File: src/rtl/coin_pkg.sv
package coin_pkg;
    localparam int GEN_W = 32;

    typedef struct packed {
        logic vld;
        logic heads;
    } coin_out_t;
endpackage

File: src/rtl/coin_lfsr.sv
module coin_lfsr
    import coin_pkg::*;
#(
    parameter logic [GEN_W-1:0] SEED  = 32'hACE1_2024,
    parameter int               STEPS = GEN_W
) (
    input  logic             clk,
    input  logic             rst_n,
    output logic [GEN_W-1:0] word_o
);
    logic [GEN_W-1:0] state_d, state_q;

    // Advance by STEPS single shifts per clock; taps 31,21,1,0 give a maximal sequence
    always_comb begin
        state_d = state_q;
        for (int k = 0; k < STEPS; k++) begin
            state_d = {state_d[GEN_W-2:0],
                       state_d[31] ^ state_d[21] ^ state_d[1] ^ state_d[0]};
        end
    end

    always_ff @(posedge clk or negedge rst_n) begin
        if (!rst_n) state_q <= SEED;
        else        state_q <= state_d;
    end

    assign word_o = state_q;
endmodule

File: src/rtl/coin_exp_sel.sv
module coin_exp_sel
    import coin_pkg::*;
#(
    parameter int CNT_W = 32,
    parameter int MAX_N = 31
) (
    input  logic [CNT_W-1:0] count_i,
    input  logic [GEN_W-1:0] bits_i,
    output logic             hit_o
);
    localparam int VW = CNT_W + 1;
    localparam int NW = $clog2(VW + 1);

    logic [VW-1:0]    succ;
    logic [NW-1:0]    n_exp;
    logic             over;
    logic [GEN_W-1:0] mask;

    // Leading-one position of c+1 gives floor(log2(c+1))
    always_comb begin
        succ  = {1'b0, count_i} + VW'(1);
        n_exp = '0;
        for (int i = 0; i < VW; i++) begin
            if (succ[i]) n_exp = NW'(i);
        end
        over = (int'(n_exp) > MAX_N);
    end

    for (genvar g = 0; g < GEN_W; g++) begin : g_mask
        assign mask[g] = (int'(n_exp) > g);
    end

    assign hit_o = !over && ((bits_i & mask) == mask);
endmodule

File: src/rtl/coin_pow2.sv
module coin_pow2
    import coin_pkg::*;
#(
    parameter int               CNT_W = 32,
    parameter int               MAX_N = 31,
    parameter logic [GEN_W-1:0] SEED  = 32'hACE1_2024
) (
    input  logic             clk,
    input  logic             rst_n,
    input  logic             req_valid,
    input  logic [CNT_W-1:0] req_count,
    output logic             res_valid,
    output logic             res_heads
);
    logic [GEN_W-1:0] gen_word;
    logic             hit;
    coin_out_t        out_d, out_q;

    coin_lfsr #(.SEED(SEED), .STEPS(GEN_W)) u_gen (
        .clk    (clk),
        .rst_n  (rst_n),
        .word_o (gen_word)
    );

    coin_exp_sel #(.CNT_W(CNT_W), .MAX_N(MAX_N)) u_sel (
        .count_i (req_count),
        .bits_i  (gen_word),
        .hit_o   (hit)
    );

    always_comb begin
        out_d       = out_q;
        out_d.vld   = req_valid;
        out_d.heads = req_valid & hit;
    end

    always_ff @(posedge clk or negedge rst_n) begin
        if (!rst_n) out_q <= '0;
        else        out_q <= out_d;
    end

    assign res_valid = out_q.vld;
    assign res_heads = out_q.heads;
endmodule

File: config.mk
export PLATFORM = sky130hd
export DESIGN_NAME = coin_pow2
export DESIGN_NICKNAME = d
export VERILOG_FILES = /design/src/rtl/coin_pkg.sv /design/src/rtl/coin_lfsr.sv /design/src/rtl/coin_exp_sel.sv /design/src/rtl/coin_pow2.sv
export SDC_FILE = /design/constraint.sdc
export NUM_CORES = 1
export LEC_CHECK = 0
export BUFFER_PORTS_ARGS = -buffer_cell sky130_fd_sc_hd__buf_2
export CAP_MARGIN = 20
export CORE_ASPECT_RATIO = 0.6
export CORE_MARGIN = 3
export CORE_UTILIZATION = 61
export CTS_CLUSTER_SIZE = 28
export DETAILED_ROUTE_END_ITERATION = 8
export PLACE_DENSITY = 0.82
export SYNTH_ARGS = -nofsm -noshare
export SYNTH_HDL_FRONTEND = slang
export SYNTH_SLANG_ARGS = --single-unit
export TNS_END_PERCENT = 10
File: constraint.sdc
create_clock -name clk -period 4.34 [get_ports clk]
set_clock_uncertainty 0.05 [all_clocks]
set_input_delay 0.868 -clock clk [delete_from_list [all_inputs] [get_ports clk]]
set_output_delay 0.868 -clock clk [all_outputs]
set_load 0.05 [all_outputs]
# Word level (Yosys, flattened, before mapping)
# Cells that the tools add are included.
# op_classes
add_sub_neg	1
magnitude_cmp	32
eq_ne	1
muxes	32
bitwise	98
n_reduce_logical	2
# ops
cell	n
$gt 6x5->1 const B	16
$xor 1x1->1	96
$mux 5	16
$gt 6x4->1 const B	8
$add 32x1->33 const B	1
$and 32x32->32	1
$eq 32x32->1	1
$mux 4	8
$gt 6x3->1 const B	4
$gt 6x1->1 const B	2
$gt 6x2->1 const B	2
$mux 3	4
$mux 6	1
$mux 2	2
$and 1x1->1	1
$logic_and 1x1->1	1
$logic_not 1->1	1
$mux 1	1
# totals
reg_bits	34
in_bits	35
output_inout_bits	2
elab_cells	169

# Logic depth before layout (Yosys ltp)
# depth
word_depth	38
mapped_depth	14
mapped_depth_nobuf	14

# Modules after synthesis
# Synthesis repeated with hierarchy kept, for this count alone.
# unflattened
hier_cells	516
hier_area_um2	4405.5
# by_module_without_submodules
mod	instances	cells_per_inst	area_each_um2	seq_area_each_um2
coin_exp_sel	1	369	2372.3	0.0
coin_lfsr	1	144	1976.9	814.5
coin_pow2	1	3	56.3	50.0

# Worst setup path after synthesis
# No wires, ideal clock.
# synth_timing
path_type	input to register
from	input port req_count[0]
to	register out_q (netlist bit res_heads)
setup_time_ns	0.101
arrival_time_ns	4.384
t_required_ns	4.189
setup_slack_ns	-0.195
stages	14
n_path_buf	1
path_cell_list	ha_1 clkbuf_1 nand3_1 or2_2 or4_1 nor3_1 o22ai_1 nor4_2 and4_1 nor2b_1 o211ai_1 nor3_1 nand4_1 nor4_1
# synth_lines
item	line_no	text
start, declared	coin_pow2.sv:11	input logic [CNT_W-1:0] req_count,
end signal, assigned	coin_pow2.sv:39	else out_q <= out_d;
end, declared	coin_pow2.sv:17	coin_out_t out_d, out_q;

# Final worst setup path
# layout_timing
from	register u_gen.state_q[20] (netlist: u_gen.word_o[20])
to	register u_gen.state_q[0] (netlist: u_gen.word_o[0])
# layout_between
elab_chain_len	33
elab_cells_between_ends	72
cone_classes	bitwise (72)
# layout_rtl
item	line_no	text
start, declared	coin_lfsr.sv:11	logic [GEN_W-1:0] state_d, state_q;
start signal, assigned	coin_lfsr.sv:24	else state_q <= state_d;
$xor 1x1->1 (*) (3 in series)	coin_lfsr.sv:18	state_d[31] ^ state_d[21] ^ state_d[1] ^ state_d[0]};
net u_gen.state_d[30]	coin_lfsr.sv:11	
$xor 1x1->1 (2 in series)	coin_lfsr.sv:18	
$xor 1x1->1 (*)	coin_lfsr.sv:18	
net u_gen.state_d[27]	coin_lfsr.sv:11	
$xor 1x1->1 (2 in series)	coin_lfsr.sv:18	
$xor 1x1->1 (*)	coin_lfsr.sv:18	
net u_gen.state_d[24]	coin_lfsr.sv:11	
$xor 1x1->1 (8 in series)	coin_lfsr.sv:18	
$xor 1x1->1 (*)	coin_lfsr.sv:18	
net u_gen.state_d[15]	coin_lfsr.sv:11	
$xor 1x1->1 (14 in series)	coin_lfsr.sv:18	
$xor 1x1->1 (*)	coin_lfsr.sv:18	
net u_gen.state_d[0]	coin_lfsr.sv:11	
# Mark *: on every way through the listed nets, which the timed path passes. The rest lies on a longest branch.

==> reports/qor.txt <==
outcome - completed
Hold Crit Class - input pin to asynchronous set/reset pin
First DRT Iteration DRCs - 688
CP Class - flop to flop
Hold Buf Count CTS - 0
Int Pwr - 0.000516 W
synth warn - 0
DRC viols - 0
design area - 4890 sq um
Sw Ratio - 32.1%
WL/cell - 22.2 microns
clock share of power - 34.6%
Gate power share - 23.6%
Area after DPL - 4750 sq um
H-Tree Depth - 2
Worst setup startpoint - u_gen.word_o[20]
drt pass-1 iters - 6
Max Freq - 0.235 GHz
fraction of registers with async set/reset - 100%
EDFF count, synth - 0
Syn Area/Cell - 8.49 sq um
clock-pin slew on the worst setup and hold paths - 0.08 ns
Cells after Synth - 464
# diodes - 0
number of global-route vias before repair - 4066
fin crit period - 4.25 ns
GRT Util Overall - 39.9%
VDD IR max - 0.173 mV
Critical Path End Type - flop
leakage power - 2.00 nW
Final period util - 97.9%
cells taking the most area after synthesis - xnor2_1, dfrtp_1, dfstp_2, xor2_1, xnor2_4
antenna violations before repair - 0
area added between synthesis and finish - 24.2%
worst reg2reg path startpoint - u_gen.word_o[20]
Final HPWL DP - 11000 microns
post-synth top area cell - xnor2_1
global-route wire length before repair - 22000 microns
Final Slew Violations - 0
Port-buffer cells - 36
worst slew pin tran - 0.809 ns
largest net degree at the start of global routing - 35
clock sinks - 34
arrival time at the worst endpoint - 4.37 ns
Final setup viols - 0
post-route total power - 0.000760 W
sequential-to-total area share from yosys stat - 22.0%
row cnt - 21
filler instances - 348
Chip Width - 110 microns
net switching power - 0.000244 W
initial core utilization - 66.6%
Top FF cell, synth - dfrtp_1
antenna-violating nets left - 0
WL final - 14100 microns
CP Max Fanout - 3
Final Hold Fails - 0
root buffer cell - clkbuf_8
Post-Syn Nets - 500
Die Y - 68.2 microns
final core occ - 82.8%
most frequent cell after synthesis - xnor2_1
GRT overflow - 0
Post-Syn Area - 3940 sq um
via count - 4367
core box area - 5910 sq um
Flop pwr share - 41.8%
share of cells above drive strength 1 - 30.9%
Worst EP required - 4.46 ns
max_cap viols - 0
area of the die - 7490 sq um
via/cell ratio - 6.86
CTS max path bufs - 2
startpoint types - flop
pwr/cell area - 155 nW/um^2
nets - 592
flops & latches, synth - 34
later-pin clock latency in the skew report - 0.31 ns
synth cell count leaders - xnor2_1, nand2_1, xor2_1
# IOs - 37
GPL Wtd Cong - 0.974
Synth top area share - 16.9%
TritonCTS clock tree - yes
CTS buffer count - 5
post-synth cell types - 67
Slew headroom - 46.1%
## stage by stage
step	setup TNS, ns	hold slack (ns)	setup slack, ns	cells
3_5_place_dp	-0.146	0.620	-0.146	629
5_1_grt	-0.0331	0.632	-0.0331	637
3_3_place_gp	-0.0665	0.606	-0.0665	629
4_1_cts	0	0.596	0.121	637
2_1_floorplan	0	0.522	0.00487	464
6_report	0	0.589	0.0924	637
## power groups by stage
stage               Combinational [W]  Clock (W)  Sequential, W
CTS                          0.000171   0.000263       0.000318
floorplan                   0.0000879          0       0.000325
finish                       0.000180   0.000263       0.000318
global placement             0.000162          0       0.000323
detailed placement           0.000169          0       0.000323
global route                 0.000193   0.000278       0.000318
## sequential cells by signal, indices dropped and copies added (netlist names)
register / cells
res_heads: 1
res_valid: 1
u_gen.word_o: 32
## worst max-delay path, stage by stage, from the launching register on
cell,delay [ns]
dfrtp_1,0.47
xnor2_2,0.30
xnor3_2,0.49
xnor2_4,0.21
xnor2_2,0.28
inv_4,0.09
xnor2_4,0.26
xnor2_2,0.16
xor3_2,0.52
xnor2_4,0.31
xnor2_4,0.16
xnor2_4,0.28
xnor2_4,0.14
xnor2_1,0.37
## kinds of logic after synthesis
family	after synthesis	share of synthesized area, %
adders and majority gates	1	0.318
DFF	34	22.0
muxes	6	1.62
xor gates and xnor gates	115	30.7
AOI/OAI and AO/OA	103	18.7
buffers and inverters	40	4.22
and+or+nand+nor	165	22.5
## repair_timing
item                                    in CTS  in global routing
resized for setup                            0                 10
endpoints found under the setup margin       0                  4
buffers inserted                             0                  0
## cell type report
cell class,count,area [sq um],area share (%)
well taps,80,100,2.05
clock inverters,2,12.5,0.256
clock buffers,6,82.6,1.69
repair buffers,109,741,15.1
flip-flops and latches,34,865,17.7
inverters,16,62.6,1.28
multi-input cells,390,3030,61.9
## placed cells by master (no fill, tap or decap), types with 4 or more instances in the layout
cell,count
xnor2_1,75
and2_1,6
nor4_1,7
inv_1,15
xnor2_2,6
a31oi_1,9
xnor2_4,7
o211ai_1,7
clkbuf_8,6
nand2_1,27
a211oi_1,6
o21ai_0,9
nor2_1,23
a31o_2,6
dfstp_2,11
or4_1,7
nor3_1,18
nor4_2,4
buf_4,72
dfrtp_1,23
buf_2,36
nand4_1,15
xor2_1,24
o22ai_1,4
or2_2,4
o21ai_1,4
a21oi_1,14
o31ai_1,10
nand3_1,18
nand2b_1,8
and3_1,8
## metal layers
metal  GRT usage (%)  vias up  share of wire [%]
met5               0        -                  0
met1            56.0     2015                 41
met2            55.9      366                 39
met3            15.6       88                 17
met4            12.9        0                3.7
li1                -     1898                  -
## path summary, 6_finish.rpt
check / to / slack (ns) / cells after the start
min reg2reg: u_gen.word_o[2] / 0.64 / 2
min: res_valid / 0.59 / 1
max reg2reg: u_gen.word_o[0] / 0.09 / 13
max: u_gen.word_o[0] / 0.09 / 13
max in group asynchronous: u_gen.word_o[15] / 3.13 / 1
min in group clk: res_valid / 0.64 / 1
Power figures use the tool's default switching activity.
